`src/rtl/mac_pkg.sv`:
```
// Shared types for the saturating multiply-accumulate.
// Assumes: mode encoding is fixed by the requirement that defines it.
package mac_pkg;

    typedef enum logic [1:0] {
        RND_NEAREST = 2'b00,
        RND_FLOOR   = 2'b01,
        RND_CEIL    = 2'b10,
        RND_SPARE   = 2'b11
    } rnd_mode_e;

endpackage

```
`src/rtl/mac_mult.sv`:
```
// Full-width signed multiplier.
// Assumes: operands are two's complement and the product needs all 2*DATA_W bits.
module mac_mult #(
    parameter int DATA_W = 16,
    localparam int PROD_W = 2 * DATA_W
) (
    input  logic [DATA_W-1:0] a_i,
    input  logic [DATA_W-1:0] b_i,
    output logic [PROD_W-1:0] p_o
);

    logic signed [PROD_W-1:0] prod;

    // Signed product sized to the full result width.
    always_comb begin
        prod = PROD_W'($signed(a_i)) * PROD_W'($signed(b_i));
    end

    assign p_o = prod;

endmodule

```
`src/rtl/mac_round_sat.sv`:
```
// Drops DROP low bits of a signed value with the selected rounding, then
// clamps the result into OUT_W signed bits and reports any clamp.
// Assumes: IN_W + 1 - DROP >= OUT_W, so the clamp only ever narrows.
module mac_round_sat
    import mac_pkg::*;
#(
    parameter int IN_W  = 32,
    parameter int DROP  = 4,
    parameter int OUT_W = 28,
    localparam int EW   = IN_W + 1
) (
    input  logic [IN_W-1:0]  x_i,
    input  logic [1:0]       mode_i,
    output logic [OUT_W-1:0] y_o,
    output logic             sat_o
);

    logic signed [EW-1:0] shifted;
    logic                 fits;

    generate
        if (DROP == 0) begin : g_pass
            logic unused_mode;
            // Nothing to drop: only sign-extend.
            always_comb begin
                shifted     = {x_i[IN_W-1], x_i};
                unused_mode = ^mode_i;
            end
        end else begin : g_round
            logic signed [EW-1:0] ext;
            logic signed [EW-1:0] bias;
            logic signed [EW-1:0] biased;
            // Add the mode's bias, then shift right arithmetically.
            always_comb begin
                ext = {x_i[IN_W-1], x_i};
                case (rnd_mode_e'(mode_i))
                    RND_NEAREST: bias = EW'(1) << (DROP - 1);
                    RND_CEIL:    bias = (EW'(1) << DROP) - EW'(1);
                    default:     bias = '0;
                endcase
                biased  = ext + bias;
                shifted = biased >>> DROP;
            end
        end
    endgenerate

    // In range when every bit above the target sign bit copies it.
    always_comb begin
        fits  = (&shifted[EW-1:OUT_W-1]) | ~(|shifted[EW-1:OUT_W-1]);
        sat_o = ~fits;
        if (fits)
            y_o = shifted[OUT_W-1:0];
        else if (shifted[EW-1])
            y_o = {1'b1, {(OUT_W-1){1'b0}}};
        else
            y_o = {1'b0, {(OUT_W-1){1'b1}}};
    end

endmodule

```
`src/rtl/mac_sat_round.sv`:
```
// Saturating multiply-accumulate with three chained rounding points:
// product, accumulator update and output bus. A clamp at any point sets a
// sticky flag that only a clear removes.
// Assumes: ACC_DROP >= 1 and OUT_DROP keeps S + 1 - OUT_DROP >= OUT_W.
module mac_sat_round #(
    parameter int DATA_W    = 16,
    parameter int PROD_DROP = 4,
    parameter int ACC_DROP  = 4,
    parameter int OUT_DROP  = 7,
    parameter int OUT_W     = 16,
    localparam int PROD_W   = 2 * DATA_W,
    localparam int S        = PROD_W - PROD_DROP,
    localparam int T        = S + ACC_DROP + 1
) (
    input  logic              clk_i,
    input  logic              rst_ni,
    input  logic              valid_i,
    input  logic              clr_i,
    input  logic [1:0]        mode_i,
    input  logic [DATA_W-1:0] a_i,
    input  logic [DATA_W-1:0] b_i,
    output logic [OUT_W-1:0]  y_o,
    output logic              ovf_o
);

    logic [PROD_W-1:0] prod;
    logic [S-1:0]      prod_rnd;
    logic              prod_sat;
    logic [S-1:0]      acc_q;
    logic [S-1:0]      acc_base;
    logic [T-1:0]      acc_sum;
    logic [S-1:0]      acc_rnd;
    logic              acc_sat;
    logic [OUT_W-1:0]  y_nxt;
    logic              out_sat;
    logic [OUT_W-1:0]  y_q;
    logic              flag_q;

    mac_mult #(.DATA_W(DATA_W)) u_mult (
        .a_i (a_i),
        .b_i (b_i),
        .p_o (prod)
    );

    mac_round_sat #(.IN_W(PROD_W), .DROP(PROD_DROP), .OUT_W(S)) u_prod_rnd (
        .x_i    (prod),
        .mode_i (mode_i),
        .y_o    (prod_rnd),
        .sat_o  (prod_sat)
    );

    // Align the accumulator onto the product grid and add.
    always_comb begin
        acc_base = clr_i ? '0 : acc_q;
        acc_sum  = {acc_base[S-1], acc_base, {ACC_DROP{1'b0}}}
                 + {{(ACC_DROP + 1){prod_rnd[S-1]}}, prod_rnd};
    end

    mac_round_sat #(.IN_W(T), .DROP(ACC_DROP), .OUT_W(S)) u_acc_rnd (
        .x_i    (acc_sum),
        .mode_i (mode_i),
        .y_o    (acc_rnd),
        .sat_o  (acc_sat)
    );

    mac_round_sat #(.IN_W(S), .DROP(OUT_DROP), .OUT_W(OUT_W)) u_out_rnd (
        .x_i    (acc_rnd),
        .mode_i (mode_i),
        .y_o    (y_nxt),
        .sat_o  (out_sat)
    );

    // State update: accumulate, clear, or hold.
    always_ff @(posedge clk_i) begin
        if (!rst_ni) begin
            acc_q  <= '0;
            y_q    <= '0;
            flag_q <= 1'b0;
        end else if (valid_i) begin
            acc_q  <= acc_rnd;
            y_q    <= y_nxt;
            flag_q <= (flag_q & ~clr_i) | prod_sat | acc_sat | out_sat;
        end else if (clr_i) begin
            acc_q  <= '0;
            y_q    <= '0;
            flag_q <= 1'b0;
        end
    end

    assign y_o   = y_q;
    assign ovf_o = flag_q;

endmodule

```
`config.mk`:
```
export PLATFORM = sky130hd
export DESIGN_NAME = mac_sat_round
export DESIGN_NICKNAME = d
export VERILOG_FILES = /design/src/rtl/mac_pkg.sv /design/src/rtl/mac_mult.sv /design/src/rtl/mac_round_sat.sv /design/src/rtl/mac_sat_round.sv
export SDC_FILE = /design/constraint.sdc
export NUM_CORES = 1
export LEC_CHECK = 0
export ABC_AREA = 1
export BUFFER_PORTS_ARGS = -buffer_cell sky130_fd_sc_hd__buf_2
export CAP_MARGIN = 20
export CORE_MARGIN = 1.5
export CORE_UTILIZATION = 45
export CTS_CLUSTER_DIAMETER = 60
export CTS_CLUSTER_SIZE = 24
export DETAILED_ROUTE_END_ITERATION = 7
export PLACE_DENSITY = 0.66
export SYNTH_ARGS = -nofsm -noshare
export SYNTH_HDL_FRONTEND = slang
export SYNTH_HIERARCHICAL = 1
export SYNTH_SLANG_ARGS = --single-unit
```
`constraint.sdc`:
```
create_clock -name clk_i -period 31.3 [get_ports clk_i]
set_input_delay 3.13 -clock clk_i [delete_from_list [all_inputs] [get_ports clk_i]]
set_output_delay 3.13 -clock clk_i [all_outputs]
set_load 0.05 [all_outputs]
```
==> summary.txt <==
Critical Path Sink Type = flip-flop
top cells by area, synth = fa_1, nand2_1, inv_1, ha_1, dfxtp_1
Worst Path Max Fanout = 28
post-synthesis register bit count = 45
CTS H-Tree Depth = 2
drt drc = 0
RSZ-0062 raised after global routing = no
Final Cycle Share = 0.488
CTS root buf = clkbuf_16
sequential-to-total area share from yosys stat = 0.0496
layout cell share with drive strength beyond 1 = 0.0605
commonest non-fill, non-tap cell in the layout = nand2_1
initial antenna violation count = 2
gr ovfl total = 0
num rows = 73
share of the synthesized area in the top cell type = 0.290
Layout Nets = 3258
critical path required time = 31510 ps
largest area contributor in the netlist = fa_1
# clock sinks = 45
Final GP Congestion = 0.985
Syn Area/Cell = 6.34 um2
GRT Util Overall = 0.266
largest net degree at the start of global routing = 57
fin crit period = 15290 ps
status = complete, no violations
Post-DRT Antenna Nets = 0
Post-CTS Hold Buffers = 0
DR pass1 iterations = 5
Fin Hold WS = 459 ps
Area Growth Syn to Fin = 3.91%
Slew HR = 0.377
Core Area = 39700 um2
Final Max Tran Viols = 0
Clock Tree Buf Depth = 2
die width = 204 um
Initial Util = 0.457
IO Pins = 55
Die Y-Extent = 204 um
Worst Skew = 6.90 ps
Synth Cell Area = 18200 um2
Startpoint Class = input pin
number of DRC markers in iteration 0 = 1172
Max Clock Freq = 0.0654 GHz
Max Cap Violations = 0
Post-CTS Setup Inserts = 0
detailed placement HPWL = 45400 um
Synth Instances = 2865
final wirelength = 52900 um
Worst-Skew Late Latency = 300 ps
I/O Buffers = 54
most frequent cells in the layout = nand2_1, inv_1, fa_1
CP most frequent cell = nand2_1
CTS resizes = 0
Hold Path Class = flip-flop to flip-flop
Slew @ Worst Pin = 933 ps
Hold Vio Cnt, Final = 0
first-pass GRT wire length = 87800 um
slowest CP cell = fa_1
routed vias = 16700
endpoints failing setup = 0
Crit path largest cell delay = 870 ps
Fin Setup TNS = 0 ps
CTS Buf Count = 5
Setup CP Type = input pin to flip-flop
WL/cell = 15.7 um
Distinct cells, synth = 44
worst reg2reg setup slack = 25480 ps
CTS tree = built
vias per cell = 4.97
die area = 41600 um2
clock-pin slew on the worst setup and hold paths = 70 ps
vias in the first global route = 17200
yosys warns = 6
post-synth net total = 3279
crit path DAT = 15500 ps
## routing by layer
metal,wire length (um),share of wire,GRT usage
met5,10,0.00019,0
met4,1110,0.021,0.0653
met3,2260,0.043,0.0169
met2,26900,0.51,0.489
met1,22600,0.43,0.337
## through the flow
stage	cell area, um2	utilization	worst slack [ps]	cells
6_report	18900	0.475	16010	3371
2_1_floorplan	18200	-	17840	2865
3_5_place_dp	18700	0.471	15770	3362
4_1_cts	18900	0.475	16040	3370
3_3_place_gp	18700	0.471	15980	3362
5_1_grt	18900	0.475	15070	3370
## logic make-up after synthesis
| group | share of synthesized area |
|---|---|
| buf+inv | 0.173 |
| compound gates | 0.0432 |
| xor+xnor | 0.0405 |
| simple gates | 0.326 |
| flops | 0.0496 |
| fa+ha+maj | 0.368 |
## registers in the layout (all words and copies together), names as in the netlist
register,cells
acc_q,28
ovf_o,1
y_o,16
## cell usage after synthesis (all sizes together)
master and number:
xor2 55, nor4 3, nand3 113, o21a 1
a21boi 1, xnor2 29, and2 6, or2 4
buf 16, o21ai 36, nor2 202, nand3b 13
fa 263, clkinv 3, o31ai 2, clkbuf 67
a21oi 92, inv 734, dfxtp 45, nor3b 2
ha 113, nor3 22, nand4 42, nand2 988
o21bai 9, a21o 2, a31oi 2
## cell type report
| cell class | instances | area [um2] |
|---|---|---|
| diodes | 1 | 2.50 |
| clock buffers | 5 | 125 |
| clock inverters | 3 | 21.3 |
| fillers | 4220 | 20900 |
| inverters | 737 | 2770 |
| multi-input cells | 2000 | 14100 |
| flip-flops and latches | 45 | 901 |
| well taps | 525 | 657 |
| repair buffers | 55 | 278 |
## final timing paths
check                start      end  cells past startpoint
setup / recovery    b_i[4]  y_o[12]                     57
hold / removal     y_o[14]  y_o[14]                      2
setup reg to reg  acc_q[0]  y_o[12]                     35
hold reg to reg    y_o[14]  y_o[14]                      2
## critical path: cells and delay by family
kind / cells / cell delay [ps]
compound gates: 4 / 1240
buf+inv: 7 / 730
xor+xnor: 2 / 730
simple gates: 34 / 4600
fa+ha+maj: 10 / 5050
Power is not shown: default switching activity piles up to over one toggle a cycle in this logic, so the estimate is an artifact.
